### src/rtl/cap_pkg.sv
package cap_pkg;
  localparam int MODE_W = 10;
  localparam int STAT_W = 8;

  localparam int ST_OVF  = 0;
  localparam int ST_LOVR = 1;
  localparam int ST_RC   = 4;
  localparam int ST_LDA  = 5;
  localparam int ST_LDB  = 6;
  localparam int ST_TRG  = 7;

  typedef enum logic [1:0] {
    EDG_NONE = 2'd0,
    EDG_RISE = 2'd1,
    EDG_FALL = 2'd2,
    EDG_BOTH = 2'd3
  } edge_sel_e;

  typedef struct packed {
    logic      dis_on_b;
    logic      stop_on_b;
    logic      rc_trg;
    logic      trg_from_a;
    edge_sel_e trg_edge;
    edge_sel_e ldb_edge;
    edge_sel_e lda_edge;
  } mode_t;

  function automatic logic edge_match(edge_sel_e sel, logic rise, logic fall);
    logic hit;
    case (sel)
      EDG_RISE: hit = rise;
      EDG_FALL: hit = fall;
      EDG_BOTH: hit = rise | fall;
      default:  hit = 1'b0;
    endcase
    return hit;
  endfunction
endpackage

### src/rtl/cap_edge_sync.sv
module cap_edge_sync #(
  parameter int SYNC_STAGES = 2
) (
  input  logic clk,
  input  logic rst,
  input  logic pin,
  output logic rise,
  output logic fall
);
  localparam int SH_W = SYNC_STAGES + 1;

  logic [SH_W-1:0] sh;
  logic            level;
  logic            prev;

  always_ff @(posedge clk) begin
    if (rst) sh <= '0;
    else     sh <= {sh[SH_W-2:0], pin};
  end

  assign level = sh[SYNC_STAGES-1];
  assign prev  = sh[SYNC_STAGES];
  assign rise  = level & ~prev;
  assign fall  = ~level & prev;
endmodule

### src/rtl/cap_counter.sv
module cap_counter #(
  parameter int CNT_W = 16
) (
  input  logic             clk,
  input  logic             rst,
  input  logic             tick,
  input  logic             cmd_en,
  input  logic             cmd_dis,
  input  logic             ext_restart,
  input  logic             halt_req,
  input  logic             dis_req,
  input  logic             rc_trg_en,
  input  logic [CNT_W-1:0] rc_val,
  output logic [CNT_W-1:0] cnt,
  output logic             clk_en,
  output logic             run,
  output logic             rc_hit,
  output logic             ovf_hit
);
  logic stopped;
  logic step;
  logic do_rst;

  assign run     = clk_en & ~stopped;
  assign step    = run & tick;
  assign rc_hit  = step & (cnt == rc_val);
  assign do_rst  = ext_restart | (rc_hit & rc_trg_en);
  assign ovf_hit = step & (cnt == '1) & ~do_rst;

  always_ff @(posedge clk) begin
    if (rst) begin
      cnt     <= '0;
      clk_en  <= 1'b0;
      stopped <= 1'b0;
    end else begin
      if (cmd_dis || dis_req) clk_en <= 1'b0;
      else if (cmd_en)        clk_en <= 1'b1;

      if (halt_req)    stopped <= 1'b1;
      else if (do_rst) stopped <= 1'b0;

      if (do_rst)    cnt <= '0;
      else if (step) cnt <= cnt + CNT_W'(1);
    end
  end
endmodule

### src/rtl/cap_regs.sv
module cap_regs
  import cap_pkg::*;
#(
  parameter int CNT_W = 16
) (
  input  logic              clk,
  input  logic              rst,
  input  logic [CNT_W-1:0]  cnt,
  input  logic              lda_hit,
  input  logic              ldb_hit,
  input  logic              rd_ra,
  input  logic              rd_rb,
  input  logic              rd_stat,
  input  logic              ovf_hit,
  input  logic              rc_hit,
  input  logic              trg_hit,
  output logic [CNT_W-1:0]  ra,
  output logic [CNT_W-1:0]  rb,
  output logic [STAT_W-1:0] status,
  output logic              pair_open,
  output logic              ldb_go
);
  logic              lda_go;
  logic              ra_full;
  logic              rb_full;
  logic              lovr;
  logic [STAT_W-1:0] set_vec;

  assign lda_go = lda_hit & ~pair_open;
  assign ldb_go = ldb_hit & pair_open;
  assign lovr   = (lda_go & ra_full & ~rd_ra) | (ldb_go & rb_full & ~rd_rb);

  always_comb begin
    set_vec          = '0;
    set_vec[ST_OVF]  = ovf_hit;
    set_vec[ST_LOVR] = lovr;
    set_vec[ST_RC]   = rc_hit;
    set_vec[ST_LDA]  = lda_go;
    set_vec[ST_LDB]  = ldb_go;
    set_vec[ST_TRG]  = trg_hit;
  end

  always_ff @(posedge clk) begin
    if (rst) begin
      ra        <= '0;
      rb        <= '0;
      ra_full   <= 1'b0;
      rb_full   <= 1'b0;
      pair_open <= 1'b0;
      status    <= '0;
    end else begin
      if (lda_go) ra <= cnt;
      if (ldb_go) rb <= cnt;

      if (lda_go)     ra_full <= 1'b1;
      else if (rd_ra) ra_full <= 1'b0;
      if (ldb_go)     rb_full <= 1'b1;
      else if (rd_rb) rb_full <= 1'b0;

      if (lda_go)      pair_open <= 1'b1;
      else if (ldb_go) pair_open <= 1'b0;

      if (rd_stat) status <= set_vec;
      else         status <= status | set_vec;
    end
  end
endmodule

### src/rtl/cap_timer_chan.sv
module cap_timer_chan
  import cap_pkg::*;
#(
  parameter int CNT_W       = 16,
  parameter int SYNC_STAGES = 2
) (
  input  logic              clk,
  input  logic              rst,
  input  logic              cnt_tick,
  input  logic              pin_a,
  input  logic              pin_b,
  input  logic              cfg_wr,
  input  logic [MODE_W-1:0] cfg_mode,
  input  logic [CNT_W-1:0]  cfg_rc,
  input  logic              cmd_en,
  input  logic              cmd_dis,
  input  logic              cmd_trg,
  input  logic              rd_stat,
  input  logic              rd_ra,
  input  logic              rd_rb,
  output logic [CNT_W-1:0]  ra,
  output logic [CNT_W-1:0]  rb,
  output logic [CNT_W-1:0]  cnt,
  output logic [STAT_W-1:0] status
);
  localparam int NPIN = 2;

  mode_t            mode_q;
  logic [CNT_W-1:0] rc_q;
  logic [NPIN-1:0]  pins_raw;
  logic [NPIN-1:0]  p_rise;
  logic [NPIN-1:0]  p_fall;
  logic             trg_rise;
  logic             trg_fall;
  logic             trg_hit;
  logic             ext_restart;
  logic             lda_hit;
  logic             ldb_hit;
  logic             ldb_go;
  logic             pair_open;
  logic             clk_en_q;
  logic             cnt_run;
  logic             rc_hit;
  logic             ovf_hit;
  logic             rc_trg_en;
  logic             dis_on_b;

  always_ff @(posedge clk) begin
    if (rst) begin
      mode_q <= '0;
      rc_q   <= '1;
    end else if (cfg_wr) begin
      mode_q <= mode_t'(cfg_mode);
      rc_q   <= cfg_rc;
    end
  end

  assign pins_raw = {pin_b, pin_a};

  for (genvar g = 0; g < NPIN; g++) begin : g_sync
    cap_edge_sync #(.SYNC_STAGES(SYNC_STAGES)) u_sync (
      .clk  (clk),
      .rst  (rst),
      .pin  (pins_raw[g]),
      .rise (p_rise[g]),
      .fall (p_fall[g])
    );
  end

  assign trg_rise    = mode_q.trg_from_a ? p_rise[0] : p_rise[1];
  assign trg_fall    = mode_q.trg_from_a ? p_fall[0] : p_fall[1];
  assign trg_hit     = edge_match(mode_q.trg_edge, trg_rise, trg_fall);
  assign ext_restart = trg_hit | cmd_trg;
  assign lda_hit     = edge_match(mode_q.lda_edge, p_rise[0], p_fall[0]);
  assign ldb_hit     = edge_match(mode_q.ldb_edge, p_rise[0], p_fall[0]);
  assign rc_trg_en   = mode_q.rc_trg;
  assign dis_on_b    = mode_q.dis_on_b;

  cap_counter #(.CNT_W(CNT_W)) u_cnt (
    .clk         (clk),
    .rst         (rst),
    .tick        (cnt_tick),
    .cmd_en      (cmd_en),
    .cmd_dis     (cmd_dis),
    .ext_restart (ext_restart),
    .halt_req    (ldb_go & mode_q.stop_on_b),
    .dis_req     (ldb_go & dis_on_b),
    .rc_trg_en   (rc_trg_en),
    .rc_val      (rc_q),
    .cnt         (cnt),
    .clk_en      (clk_en_q),
    .run         (cnt_run),
    .rc_hit      (rc_hit),
    .ovf_hit     (ovf_hit)
  );

  cap_regs #(.CNT_W(CNT_W)) u_regs (
    .clk       (clk),
    .rst       (rst),
    .cnt       (cnt),
    .lda_hit   (lda_hit),
    .ldb_hit   (ldb_hit),
    .rd_ra     (rd_ra),
    .rd_rb     (rd_rb),
    .rd_stat   (rd_stat),
    .ovf_hit   (ovf_hit),
    .rc_hit    (rc_hit),
    .trg_hit   (trg_hit),
    .ra        (ra),
    .rb        (rb),
    .status    (status),
    .pair_open (pair_open),
    .ldb_go    (ldb_go)
  );
endmodule

### config.mk
export PLATFORM = sky130hd
export DESIGN_NAME = cap_timer_chan
export DESIGN_NICKNAME = d
export VERILOG_FILES = /design/src/rtl/cap_pkg.sv /design/src/rtl/cap_edge_sync.sv /design/src/rtl/cap_counter.sv /design/src/rtl/cap_regs.sv /design/src/rtl/cap_timer_chan.sv
export SDC_FILE = /design/constraint.sdc
export NUM_CORES = 1
export LEC_CHECK = 0
export BUFFER_PORTS_ARGS = -buffer_cell sky130_fd_sc_hd__buf_2
export CORE_ASPECT_RATIO = 1.1
export CORE_MARGIN = 4
export CORE_UTILIZATION = 37
export DETAILED_ROUTE_END_ITERATION = 12
export RECOVER_POWER = 25
export SKIP_CTS_REPAIR_TIMING = 1
export SLEW_MARGIN = 20
export SYNTH_ARGS = -nofsm -noshare
export SYNTH_HDL_FRONTEND = slang
export SYNTH_HIERARCHICAL = 1
export SYNTH_SLANG_ARGS = --single-unit
### constraint.sdc
create_clock -name clk -period 2.7 [get_ports clk]
set_input_delay 0.27 -clock clk [delete_from_list [all_inputs] [get_ports clk]]
set_output_delay 0.27 -clock clk [all_outputs]
set_load 0.01 [all_outputs]
Word-level counts from Yosys, hierarchy flattened
Cells that the tools add are included.
{"block": "op_classes", "n_reduce_logical": 8, "n_addsub": 1, "bitwise_logic": 33, "muxes": 14, "eq_ne": 11}
{"operator": "$and 1x1->1", "count": 18}
{"operator": "$add 16x1->16 const B", "count": 1}
{"operator": "$eq 16x16->1", "count": 1}
{"operator": "$eq 16x16->1 const B", "count": 1}
{"operator": "$eq 2x2->1 const B", "count": 6}
{"operator": "$mux 1", "count": 10}
{"operator": "$not 1->1", "count": 9}
{"operator": "$pmux 1 s3", "count": 3}
{"operator": "$mux 8", "count": 1}
{"operator": "$or 8x8->8", "count": 1}
{"operator": "$reduce_bool 2->1", "count": 4}
{"operator": "$eq 2x1->1 const B", "count": 3}
{"operator": "$reduce_or 2->1", "count": 3}
{"operator": "$or 1x1->1", "count": 5}
{"operator": "$logic_or 1x1->1", "count": 1}
{"block": "word_totals", "output_inout_bits": 56, "word_cells": 87, "register_bits": 93, "input_bits": 38}

Logic depth before layout (Yosys ltp)
Gate-level depths: netlist (run 1).
{"block": "depth", "depth_word": 11, "mapped_depth": 8, "mapped_depth_nobuf": 7}

By module
Netlist (run 1), hierarchy kept.
{"module": "cap_regs", "seq_area_each_um2": 820.8, "area_per_inst_um2": 1427.6, "n_inst": 1, "cells_each": 174}
{"module": "cap_timer_chan", "seq_area_each_um2": 520.5, "area_per_inst_um2": 1019.7, "n_inst": 1, "cells_each": 93}
{"module": "cap_counter", "seq_area_each_um2": 360.3, "area_per_inst_um2": 1003.5, "n_inst": 1, "cells_each": 116}
{"module": "cap_edge_sync", "seq_area_each_um2": 60.1, "area_per_inst_um2": 91.3, "n_inst": 2, "cells_each": 8}

Worst setup path before layout (run 1)
OpenSTA, ideal clock, no wires.
{"block": "synth_timing", "path_type": "flip-flop to flip-flop", "start": "register u_cnt.cnt[5]", "end": "register u_cnt.cnt[0]", "arrival_ns": 1.686, "required_ns": 2.585, "path_slack_ns": 0.899, "path_buffers": 1, "setup_ns": 0.115, "path_stages_with_launch": 7, "synth_period_minus_slack_ns": 1.801, "path_cell_list": "dfxtp_1 > xnor2_1 > nand4_1 > or4_4 > o21ai_4 > buf_6 > nor2_1"}
{"block": "synth_via", "elab_chain_len": 5}
{"element": "start, declared", "line": "cap_counter.sv:14", "rtl": "output logic [CNT_W-1:0] cnt,"}
{"element": "start signal, assigned", "line": "cap_counter.sv:43", "rtl": "else if (step) cnt <= cnt + CNT_W'(1);"}
{"element": "$eq 16x16->1", "line": "cap_counter.sv:26", "rtl": "assign rc_hit = step & (cnt == rc_val);"}
{"element": "$and 1x1->1", "line": "cap_counter.sv:26"}
{"element": "$and 1x1->1", "line": "cap_counter.sv:27", "rtl": "assign do_rst = ext_restart | (rc_hit & rc_trg_en);"}
{"element": "$or 1x1->1", "line": "cap_counter.sv:27"}
{"element": "$reduce_or 2->1 (no source line)"}
Every way passes these cells.
A chain may end at the register's enable or synchronous reset.

Final worst setup path (run 1)
{"block": "layout_timing", "start": "register u_cnt.cnt[5]", "end": "register u_cnt.cnt[14]"}
{"block": "layout_via", "elab_chain_len": 5, "word_cells_on_any_way": 6, "classes_between": "1 x add/sub; 1 x eq/ne; 3 x bitwise; 1 x reduce/logical"}
{"element": "$eq 16x16->1", "line": "cap_counter.sv:26"}
{"element": "$and 1x1->1", "line": "cap_counter.sv:26"}
{"element": "$and 1x1->1", "line": "cap_counter.sv:27"}
{"element": "$or 1x1->1", "line": "cap_counter.sv:27"}
{"element": "$reduce_or 2->1 (no source line)"}
Parallel ways exist; a longest one is shown, timed or not.

==> summary.md, run 1 <==
| Metric | Value |
|---|---|
| Outcome | complete, but fails checks |
| Failing checks | capacitance limit, slew limit |
| Starting Density | 0.3839 |
| Slew Viols, Final | 43 |
| Total negative slack | 0 ns |
| Post-Syn Area | 3626 um^2 |
| Area grow syn2layout | 18.05% |
| DRC Markers | 0 |
| Antenna-violating nets left | 0 |
| Antenna violations before repair | 0 |
| Max-Slew Margin vs Limit | -0.3145 |
| Peak supply drop | 242.0 uV |
| Die area | 11,450 um^2 |
| Vias in the first global route | 2,847 |
| GPL Wtd Cong | 0.8826 |
| Max_cap viols | 1 |
| Row Count | 37 |
| CTS sink count | 91 |
| Leak pwr | 1.699 nW |
| Num CTS Buffers | 9 |
| GRT Overall Usage | 0.1572 |
| CTS Buffer Depth | 2 |
| Die Ht | 111.8 um |
| Worst Max-Slew Pin Slew | 1.972 ns |
| Clock Skew | 0.01018 ns |
| IO Count | 94 |
| Final hold violation count | 0 |
| Pwr Density | 570.9 nW/um^2 |
| Synth warn | 6 |
| Port Buffer Count | 91 |
| CTS tree | yes |
| Initial DRC Count | 102 |
| Via count | 2,918 |
| Crit path arrival time | 2.21 ns |
| First-pass GRT wire length | 14,190 um |
| DR pass1 iterations | 4 |
| Hold crit path type | in2reg |
| Worst-path fanout max | 16 |
| RSZ-0062 raised after global routing | no |
| Final Power | 0.002444 W |
| Layout cells sized above 1 | 0.1885 |
| CP Launch Type | register |
| Worst EP required | 2.93 ns |
| WL/cell | 14.59 um |
| Post-synthesis cell count | 398 |
| ANT cells | 0 |
| Clock-pin transition on the worst setup and hold timing paths | 0.08 ns |
| Core area | 9444 um^2 |
| Final setup vio count | 0 |
| Final layout net count | 522 |
| Horiz. Die Dim | 102.4 um |
| Final worst setup slack | 0.7180 ns |
| Clock Latency Late Sink | 0.35 ns |
| Final wirelength | 8829 um |
| Most common cell after layout, fill and taps aside | dfxtp_1 |
| Peak Freq | 504.5 MHz |
| Worst Setup End Kind | register |
| Most frequent cells in the layout | dfxtp_1 (91), nand2_1 (70), buf_2 (66) |
| Via density per instance | 4.823 |
| Largest net degree at the start of global routing | 57 |
| CP Class | reg2reg |
| Root Buffer | clkbuf_8 |
| Syn avg cell area | 9.110 um^2 |
| Setup WS pre-CTS | 0.7149 ns |
| Gr ovfl total | 0 |
| Tcrit/Tclk final | 0.7341 |
| CTS HTree Levels | 3 |
| Hpwl dp | 6351 um |
| Tmin final | 1.982 ns |
-- critical path: stages (launching register included) --
cell,delay (ns)
dfxtp_1,0.53
xnor2_1,0.16
nand4_1,0.11
or4_4,0.56
o21ai_4,0.40
nor2_1,0.10
-- layout make-up --
class,count,area (um^2)
fillers,988,5164
inverters,4,17.52
well taps,117,146.4
clock inverters,4,50.05
flip-flops and latches,91,1822
repair buffers,94,444.2
clock buffers,12,145.1
multi-input cells,283,1655
-- where the power goes --
group | switching (W) | internal, W | total, W
combinational | 0.0000719 | 0.0000687 | 0.000141
clock | 0.000457 | 0.000453 | 0.000910
sequential | 0.0000210 | 0.00137 | 0.00139
total | 0.000550 | 0.00189 | 0.00244
-- worst paths after layout --
check                                              end  slack [ns]                   start  cells after the start
worst max register to register           u_cnt/cnt[14]        0.72            u_cnt/cnt[5]                      5
worst min-delay path                      u_cnt/clk_en        0.08                 cmd_dis                      2
worst min register to register  g_sync[0].u_sync/sh[1]        0.45  g_sync[0].u_sync/sh[0]                      1
worst max-delay path                     u_cnt/cnt[14]        0.72            u_cnt/cnt[5]                      5
-- layer usage --
layer / vias up / track usage / share of wire
met4: 0 / 0.07174 / 0.024
met5: - / 0 / 0
li1: 1483 / - / -
met2: 78 / 0.2514 / 0.46
met3: 14 / 0.03070 / 0.058
met1: 1343 / 0.2023 / 0.46
-- stage by stage --
| stage | utilization | hold slack [ns] | area [um^2] | std cells |
|---|---|---|---|---|
| after floorplan | - | 0.3416 | 3630 | 399 |
| after global placement | 0.4361 | 0.4296 | 4119 | 589 |
| after detailed placement | 0.4361 | 0.4275 | 4119 | 589 |
| after CTS | 0.4568 | 0.05937 | 4314 | 605 |
| after global routing | 0.4532 | 0.06819 | 4280 | 605 |
| final | 0.4532 | 0.07674 | 4280 | 605 |
-- state kept, by name, summed over array words and instances, names as in the netlist --
name,flops
u_regs/status,6
u_cnt/clk_en,1
u_regs/ra,16
u_cnt/cnt,16
rc_trg_en,1
u_regs/pair_open,1
g_sync.u_sync/sh,6
u_cnt/stopped,1
u_regs/rb_full,1
dis_on_b,1
rc_q,16
u_regs/ra_full,1
u_regs/rb,16
mode_q,8
Power figures use the tool's default switching activity.
==> run 2: changes to the inputs <==
- clock period: 2.7 -> 1.9 ns (I/O delays scaled with it)
==> run 2 against run 1 <==
Against the previous run: the flow now finishes without violations; largest cell class unchanged; cell area up 6.2%; clock power grew 71%; via count increased by 2.8%; total power is 54% higher; critical endpoint is now u_regs/status[0]; die area did not move; cell count is 4.0% higher; critical path depth up 1; critical path type unchanged; core utilization rose by 2.8 points; register-to-register slack got worse by 0.60 ns.
==> summary.md, run 2 (synthesis gave the netlist of run 1 again) <==
| Metric | Value |
|---|---|
| GRT Overall Usage | 0.1625 |
| Port Buffer Count | 91 |
| Final hold violation count | 0 |
| Num CTS Buffers | 9 |
| Final setup vio count | 0 |
| Sw power | 0.0007847 W |
| GR Layer Usage met1 | 0.2193 |
| Final hold slack | 0.04135 ns |
| Tcrit/Tclk final | 0.9387 |
| Peak supply drop | 368.1 uV |
| Gr ovfl total | 0 |
| DR pass1 iterations | 4 |
| Via count | 2,999 |
| Starting Density | 0.3839 |
| Crit path cell chain | xnor2_1, nand4_1, or4_4, o2111a_1, a21oi_1, nor2_1 |
| Worst EP required | 2.13 ns |
| RSZ-0062 raised after global routing | no |
| Row Count | 37 |
| Core area | 9444 um^2 |
| CP Launch Type | register |
| Antenna violations before repair | 0 |
| Final wirelength | 9027 um |
| Max_cap viols | 0 |
| ANT cells | 0 |
| Tmin final | 1.783 ns |
| DRC Markers | 0 |
| Worst hold stages | 2 |
| Worst R2R Start | u_cnt/cnt[10] |
| Internal power | 0.002968 W |
| Hpwl dp | 6746 um |
| Horiz. Die Dim | 102.4 um |
| Worst Max-Slew Pin Slew | 1.218 ns |
| CTS tree | yes |
| Outcome | finished, final reports clean |
| Clock-pin transition on the worst setup and hold timing paths | 0.09 ns |
| Met3 Usage GRT | 0.03446 |
| Clock power frac | 0.416 |
| Slew Viols, Final | 0 |
| CTS HTree Levels | 3 |
| Clock Latency Late Sink | 0.35 ns |
| Antenna-violating nets left | 0 |
| Most common cell after layout, fill and taps aside | dfxtp_1 |
| Hold path start | cfg_rc[11] |
| Most frequent cells in the layout | dfxtp_1 (91), buf_2 (86), nand2_1 (70) |
| Worst Setup End Kind | register |
| Via density per instance | 4.768 |
| Crit path arrival time | 2.01 ns |
| GPL Wtd Cong | 0.8092 |
| Die area | 11,450 um^2 |
| First-pass GRT wire length | 14,570 um |
| Hold crit path type | in2reg |
| Max-Slew Margin vs Limit | 0.1879 |
| Logic pwr share | 0.057 |
| Pwr Density | 825.5 nW/um^2 |
| Critical path's slowest cell | or4_4 |
| R2R depth | 6 |
| CTS sink count | 91 |
| CP Class | reg2reg |
| Root Buffer | clkbuf_8 |
| Crit-path max cell delay | 0.57 ns |
| Die Ht | 111.8 um |
| Leak pwr | 1.932 nW |
| Vias in the first global route | 2,865 |
| Global routing's busiest layer | met2 |
| Final layout net count | 546 |
| IO Count | 94 |
| Switching share of power | 0.2091 |
| Clock Skew | 0.008622 ns |
| Initial DRC Count | 164 |
| CTS Buffer Depth | 2 |
| Total negative slack | 0 ns |
| Largest net degree at the start of global routing | 29 |
| Peak Freq | 560.7 MHz |
| Sequential share of power | 0.527 |
| Met2 usage | 0.2549 |
| Area grow syn2layout | 25.36% |
| Worst-path fanout max | 3 |
| Crit. Startpoint | u_cnt/cnt[10] |
| WL/cell | 14.35 um |
| Layout cells sized above 1 | 0.2598 |
-- run 2: cell count changes in the layout (fill, tap and decap cells not counted), sizes merged --
cell,change
clkbuf,-18
clkinvlp,-1
bufinv,+2
clkinv,-1
dlygate4sd3,+1
buf,+41
-- run 2: worst max-delay path, delay by kind of cell (launching register included) --
| family | cells | cell delay [ns] |
|---|---|---|
| xor gates and xnor gates | 1 | 0.19 |
| and+or+nand+nor | 3 | 0.77 |
| DFF | 1 | 0.34 |
| AOI/OAI and AO/OA | 2 | 0.37 |
-- run 2: layout make-up --
type / instances / area, um^2
fillers: 936 / 4898
flip-flops and latches: 91 / 1822
multi-input cells: 283 / 1662
repair buffers: 118 / 655.6
well taps: 117 / 146.4
clock buffers: 12 / 145.1
clock inverters: 4 / 97.59
inverters: 4 / 17.52
-- run 2: per-stage QoR --
step | worst slack [ns] | instances | instance area (um^2) | utilization | power (W)
after global placement | 0.1752 | 612 | 4317 | 0.4571 | 0.002236
after detailed placement | 0.1290 | 612 | 4317 | 0.4571 | 0.002241
after floorplan | 0.09886 | 399 | 3630 | - | 0.002159
after global routing | 0.02303 | 629 | 4546 | 0.4813 | 0.003905
after CTS | 0.1117 | 628 | 4559 | 0.4828 | 0.003801
final | 0.1166 | 629 | 4546 | 0.4813 | 0.003753
-- run 2: power by group through the flow --
| stage | logic, W | registers (W) | clock network [W] |
|---|---|---|---|
| 2_1_floorplan | 0.000143 | 0.00202 | 0 |
| 3_3_place_gp | 0.000215 | 0.00202 | 0 |
| 3_5_place_dp | 0.000218 | 0.00202 | 0 |
| 4_1_cts | 0.000219 | 0.00198 | 0.00160 |
| 5_1_grt | 0.000237 | 0.00198 | 0.00168 |
| 6_report | 0.000214 | 0.00198 | 0.00156 |
-- run 2: final timing paths --
check / to / slack [ns]
worst min register to register: g_sync[1].u_sync/sh[1] / 0.45
worst max-delay path: u_regs/status[0] / 0.12
worst max register to register: u_regs/status[0] / 0.12
worst min-delay path: rc_q[11] / 0.04
-- run 2: routing by layer --
layer,vias to the layer above,routed length (um)
li1,1530,-
met1,1387,4152
met2,72,4242
met3,10,491
met4,0,140
met5,-,0
